$ cat src/rtl/ecc_word_pkg.sv
package ecc_word_pkg;
  localparam int DataW  = 16;
  localparam int HamW   = 5;
  localparam int CheckW = HamW + 1;
  localparam int MaxPos = DataW + HamW;

  typedef enum logic [1:0] {ClsClean, ClsSingle, ClsDouble} eccClass_t;

  typedef struct packed {
    logic loadIn;
    logic loadFix;
    logic outFromIn;
    logic outFromFix;
  } eccStrobe_t;

  // Codeword position of data bit idx: the idx-th position that is not a power of two.
  function automatic int dataPosOf(input int idx);
    int cnt;
    int res;
    cnt = 0;
    res = 0;
    for (int p = 1; p <= MaxPos; p++) begin
      if ((p & (p - 1)) != 0) begin
        if (cnt == idx) res = p;
        cnt++;
      end
    end
    return res;
  endfunction

  function automatic logic [CheckW-1:0] genCheck(input logic [DataW-1:0] d);
    logic [CheckW-1:0] c;
    c = '0;
    for (int i = 0; i < DataW; i++) begin
      for (int k = 0; k < HamW; k++) begin
        if (((dataPosOf(i) >> k) & 1) != 0) c[k] = c[k] ^ d[i];
      end
    end
    c[HamW] = ^{d, c[HamW-1:0]};
    return c;
  endfunction
endpackage

$ cat src/rtl/ecc_word_datapath.sv
module ecc_word_datapath
  import ecc_word_pkg::*;
(
  input  logic              clk,
  input  logic              rstN,
  input  eccStrobe_t        strobe,
  input  logic              wrReq,
  input  logic [DataW-1:0]  wrData,
  input  logic              diagCheckWrite,
  input  logic [CheckW-1:0] rawCheckIn,
  input  logic [DataW-1:0]  rdData,
  input  logic [CheckW-1:0] rdCheck,
  input  logic              diagDisable,
  output eccClass_t         inClass,
  output logic              memWrEn,
  output logic [DataW-1:0]  memWrData,
  output logic [CheckW-1:0] memWrCheck,
  output logic [DataW-1:0]  rdOut,
  output logic [CheckW-1:0] rawCheckOut
);
  logic [DataW-1:0]  inData;
  logic [CheckW-1:0] inCheck;
  logic              inDiag;
  logic [CheckW-1:0] regenCheck;
  logic [HamW-1:0]   inSyn;
  logic              inParErr;
  logic [DataW-1:0]  fixMask;
  logic [DataW-1:0]  fixData;
  logic [CheckW-1:0] fixCheck;

  // write path
  always_ff @(posedge clk or negedge rstN) begin
    if (!rstN) begin
      memWrEn    <= 1'b0;
      memWrData  <= '0;
      memWrCheck <= '0;
    end else begin
      memWrEn <= wrReq;
      if (wrReq) begin
        memWrData  <= wrData;
        memWrCheck <= diagCheckWrite ? rawCheckIn : genCheck(wrData);
      end
    end
  end

  // input stage
  always_ff @(posedge clk or negedge rstN) begin
    if (!rstN) begin
      inData  <= '0;
      inCheck <= '0;
      inDiag  <= 1'b0;
    end else if (strobe.loadIn) begin
      inData  <= rdData;
      inCheck <= rdCheck;
      inDiag  <= diagDisable;
    end
  end

  assign regenCheck = genCheck(inData);
  assign inSyn      = regenCheck[HamW-1:0] ^ inCheck[HamW-1:0];
  assign inParErr   = ^{inData, inCheck};

  always_comb begin
    if (inDiag || (!inParErr && (inSyn == '0)))       inClass = ClsClean;
    else if (inParErr && (inSyn <= HamW'(MaxPos)))    inClass = ClsSingle;
    else                                              inClass = ClsDouble;
  end

  for (genvar i = 0; i < DataW; i++) begin : g_fix
    localparam int Pos = dataPosOf(i);
    assign fixMask[i] = (inSyn == HamW'(Pos));
  end

  // fix stage
  always_ff @(posedge clk or negedge rstN) begin
    if (!rstN) begin
      fixData  <= '0;
      fixCheck <= '0;
    end else if (strobe.loadFix) begin
      fixData  <= inData ^ fixMask;
      fixCheck <= inCheck;
    end
  end

  // output stage
  always_ff @(posedge clk or negedge rstN) begin
    if (!rstN) begin
      rdOut       <= '0;
      rawCheckOut <= '0;
    end else if (strobe.outFromFix) begin
      rdOut       <= fixData;
      rawCheckOut <= fixCheck;
    end else if (strobe.outFromIn) begin
      rdOut       <= inData;
      rawCheckOut <= inCheck;
    end
  end
endmodule

$ cat src/rtl/ecc_word_control.sv
module ecc_word_control
  import ecc_word_pkg::*;
(
  input  logic       clk,
  input  logic       rstN,
  input  logic       rdReq,
  input  eccClass_t  inClass,
  output eccStrobe_t strobe,
  output logic       rdDone,
  output logic       corrErr,
  output logic       uncorrErr
);
  logic inValid;
  logic fixValid;

  always_comb begin
    strobe.outFromIn  = inValid && (inClass != ClsSingle);
    strobe.loadFix    = inValid && (inClass == ClsSingle);
    strobe.loadIn     = rdReq && !strobe.loadFix;
    strobe.outFromFix = fixValid;
  end

  always_ff @(posedge clk or negedge rstN) begin
    if (!rstN) begin
      inValid   <= 1'b0;
      fixValid  <= 1'b0;
      rdDone    <= 1'b0;
      corrErr   <= 1'b0;
      uncorrErr <= 1'b0;
    end else begin
      inValid   <= strobe.loadIn;
      fixValid  <= strobe.loadFix;
      rdDone    <= strobe.outFromIn || strobe.outFromFix;
      corrErr   <= strobe.outFromFix;
      uncorrErr <= strobe.outFromIn && (inClass == ClsDouble);
    end
  end
endmodule

$ cat src/rtl/ecc_word_codec.sv
module ecc_word_codec
  import ecc_word_pkg::*;
(
  input  logic              clk,
  input  logic              rstN,
  input  logic              wrReq,
  input  logic [DataW-1:0]  wrData,
  input  logic              diagCheckWrite,
  input  logic [CheckW-1:0] rawCheckIn,
  output logic              memWrEn,
  output logic [DataW-1:0]  memWrData,
  output logic [CheckW-1:0] memWrCheck,
  input  logic              rdReq,
  input  logic [DataW-1:0]  rdData,
  input  logic [CheckW-1:0] rdCheck,
  input  logic              diagDisable,
  output logic              rdDone,
  output logic [DataW-1:0]  rdOut,
  output logic [CheckW-1:0] rawCheckOut,
  output logic              corrErr,
  output logic              uncorrErr
);
  eccStrobe_t strobe;
  eccClass_t  inClass;

  ecc_word_control u_ctrl (
    .clk       (clk),
    .rstN      (rstN),
    .rdReq     (rdReq),
    .inClass   (inClass),
    .strobe    (strobe),
    .rdDone    (rdDone),
    .corrErr   (corrErr),
    .uncorrErr (uncorrErr)
  );

  ecc_word_datapath u_dp (
    .clk            (clk),
    .rstN           (rstN),
    .strobe         (strobe),
    .wrReq          (wrReq),
    .wrData         (wrData),
    .diagCheckWrite (diagCheckWrite),
    .rawCheckIn     (rawCheckIn),
    .rdData         (rdData),
    .rdCheck        (rdCheck),
    .diagDisable    (diagDisable),
    .inClass        (inClass),
    .memWrEn        (memWrEn),
    .memWrData      (memWrData),
    .memWrCheck     (memWrCheck),
    .rdOut          (rdOut),
    .rawCheckOut    (rawCheckOut)
  );
endmodule

$ cat config.mk
export PLATFORM = sky130hd
export DESIGN_NAME = ecc_word_codec
export DESIGN_NICKNAME = d
export VERILOG_FILES = /design/src/rtl/ecc_word_pkg.sv /design/src/rtl/ecc_word_datapath.sv /design/src/rtl/ecc_word_control.sv /design/src/rtl/ecc_word_codec.sv
export SDC_FILE = /design/constraint.sdc
export NUM_CORES = 1
export LEC_CHECK = 0
export CORE_AREA = 2 2 115 117
export DETAILED_ROUTE_END_ITERATION = 7
export DIE_AREA = 0 0 117 119
export PLACE_DENSITY = 0.62
export SLEW_MARGIN = 20
export SYNTH_ARGS = -nofsm -noshare
export SYNTH_HDL_FRONTEND = slang
export SYNTH_HIERARCHICAL = 1
export SYNTH_SLANG_ARGS = --single-unit
$ cat constraint.sdc
create_clock -name clk -period 4.2 [get_ports clk]
set_input_delay 0.84 -clock clk [delete_from_list [all_inputs] [get_ports clk]]
set_output_delay 0.84 -clock clk [all_outputs]
set_load 0.02 [all_outputs]
==> impl_metrics.yaml <==
outcome:
  status: "finished, final reports clean"
critical_path:
  reg2reg_depth: 11
  worstPathRequired_ns: 4.41
  critPathKind: "reg -> reg"
  critical_path_arrival_ns: 3.83
  timing.rr.start: "u_dp/inData[15]$_DFFE_PN0P_"
  reg2reg_slack_ns: 0.57
  endpoint_kind: "flop"
  critPathLaunchType: "flop"
  cp_max_fo: 22
  reg2reg_to: "u_dp/rdOut[9]$_DFFE_PN0P_"
global_route:
  grt_start_max_net_pins: 83
  grt_antenna_before_repair: 0
  grt_pass1_vias: 3413
  grt.overflow.total: 0
  grt_usage_pct: 17.06
  grt_pass1_wl_um: 18020
yosys:
  ys_ff_latch: 95
  syn_area_mm2: 0.004976
  yosys_warnings: 6
  synthArstFlopShare_pct: 100.0
  yosysMostFrequentCell: "dfrtp_1"
  synth_area_leaders: "dfrtp_1, mux2_2, xnor2_1"
  ys_seq_area_share_pct: 47.77
  syn_area_per_cell_um2: 11.85
  netlist.area_leader.share_pct: 47.77
  synthTopCellsByCount: "dfrtp_1, xnor2_1, mux2_2"
  netlist.top_cell.by_area: "dfrtp_1"
  synthFlopType: "dfrtp_1"
  synth_edf_count: 0
  syn_inst: 420
  synth_nets: 470
  synth_cell_type_count: 40
route:
  drt_first_pass_iters: 4
  detail-route-antenna-nets: 0
  first_iter_violations: 152
  viasPerCell: 4.954
  wirelength_um: 11310
  drc: 0
  drt-wirelength-per-cell_um: 16.41
  vias: 3413
clocking:
  cts_tree: "yes"
  cts_buffer_depth: 2
  cts.clk_slew.worst_paths_ns: 0.06
  htree_levels: 3
  post_cts_resize_count: 0
  postCtsSetupBuffers: 0
  cts-hold-fix-buffers: 0
  numCtsBuffers: 9
  cts_root_buffer: "clkbuf_16"
  cts_num_sinks: 95
  clock_latency_ns: 0.35
floorplan:
  rows: 42
  die_y_um: 119
  num_io_pins: 98
  initial_core_util_pct: 38.65
  dieArea_mm2: 0.01392
  core_mm2: 0.01287
  die_x_um: 117
timing:
  fin_skew_ns: 0.004195
  worst_pin_slew_ns: 0.7555
  max_freq_mhz: 275.6
  hold_viol_final: 0
  min_period_ns: 3.628
  relSlewSlack_pct: 49.63
  drv_slew: 0
  period_share_pct: 86.39
  setup_viol: 0
  tns_ns: 0
  rsz0062_at_grt: "no"
worst_hold_path:
  hold_path.class: "reg -> reg"
  min_to: "u_dp/rawCheckOut[1]$_DFFE_PN0P_"
  hp-start: "u_dp/fixCheck[1]$_DFFE_PN0P_"
  holdPathStages: 2
final_layout:
  fillers: 1202
  synthToLayoutAreaGrowth_pct: 29.34
  drive_gt1_share_pct: 16.57
  multiInputGateArea_mm2: 0.002467
  nNetsFinal: 558
  register_area_mm2: 0.002377
  utilization_pct: 49.99
  antenna_cells: 0
place:
  dp_hpwl_um: 7992
  io_buffers: 97
  place.gp.congestion: 0.8244
run:
  drv_cap: 0
-- sequential cells by signal, indices dropped and copies added, names as in the netlist, 6 cells and up --
register          count
u_dp/fixCheck         6
u_dp/fixData         16
u_dp/inCheck          6
u_dp/inData          16
u_dp/memWrCheck       6
u_dp/memWrData       16
u_dp/rawCheckOut      6
u_dp/rdOut           16
-- how the worst max path moves through the flow --
| stage | startpoint | slack [ns] | endpoint | depth (start not counted) |
|---|---|---|---|---|
| 2_1_floorplan | u_dp/inData[15]$_DFFE_PN0P_ | 0.70 | u_dp/rawCheckOut[3]$_DFFE_PN0P_ | 13 |
| 3_3_place_gp | u_dp/inData[15]$_DFFE_PN0P_ | 0.64 | u_dp/rdOut[11]$_DFFE_PN0P_ | 11 |
| 3_5_place_dp | u_dp/inData[15]$_DFFE_PN0P_ | 0.56 | u_dp/rawCheckOut[0]$_DFFE_PN0P_ | 11 |
| 4_1_cts | u_dp/inData[15]$_DFFE_PN0P_ | 0.54 | u_dp/rdOut[9]$_DFFE_PN0P_ | 11 |
| 5_1_grt | u_dp/inData[15]$_DFFE_PN0P_ | 0.34 | u_dp/rdOut[2]$_DFFE_PN0P_ | 11 |
| 6_report | u_dp/inData[15]$_DFFE_PN0P_ | 0.57 | u_dp/rdOut[9]$_DFFE_PN0P_ | 11 |
-- per-layer routing --
layer,vias up,routed length (µm),global-route usage [%]
li1,1646,-,-
met2,103,5481,27.46
met3,14,752,3.410
met5,-,0,0
met1,1650,4873,22.44
met4,0,199,6.838
-- placed cells by master (no fill, tap or decap), types with 6 or more instances in the layout --
master	instances
clkdlybuf4s50_1	95
dfrtp_1	95
xnor2_1	51
mux2_2	46
o21ai_0	27
nand2_1	26
nor2_1	25
mux2i_1	22
a21oi_1	19
xor2_1	12
clkbuf_16	9
buf_4	8
a221oi_1	8
xnor3_1	7
nand3_1	7
or3_1	6
-- worst max-delay path, cell delays in order (launching register included) --
cell      delay [ns]
dfrtp_1         0.51
xnor3_2         0.51
xnor3_2         0.49
and3_2          0.23
a211oi_1        0.30
a21oi_1         0.12
a211oi_1        0.30
nand2b_1        0.17
and2_1          0.13
buf_4           0.38
mux2i_1         0.25
o21ai_0         0.10
-- cells by family after synthesis --
family / share of synthesized area (%)
buf+inv: 2.640
compound gates: 9.052
mux: 14.84
flops: 47.77
simple gates: 7.770
xor+xnor: 17.93
-- per-stage QoR --
| stage | instance area (µm²) | hold WS [ns] | cells | worst slack, ns |
|---|---|---|---|---|
| finish | 6436 | 0.4823 | 689 | 0.5718 |
| global route | 6436 | 0.5023 | 689 | 0.3369 |
| CTS | 6437 | 0.4837 | 689 | 0.5383 |
| detailed placement | 6097 | 0.4669 | 673 | 0.5573 |
| global placement | 6097 | 0.4570 | 673 | 0.6427 |
| floorplan | 4976 | 0.3766 | 420 | 0.6953 |
-- layout make-up --
class | instances | area share (%)
tap | 176 | 3.421
clock buffer | 13 | 3.888
timing repair buffer | 105 | 15.96
clock inverter | 3 | 1.400
sequential | 95 | 36.94
multi-input combinational | 296 | 38.34
inverter | 1 | 0.05832
Power is not shown: default switching activity piles up to over one toggle a cycle in this logic, so the estimate is an artifact.
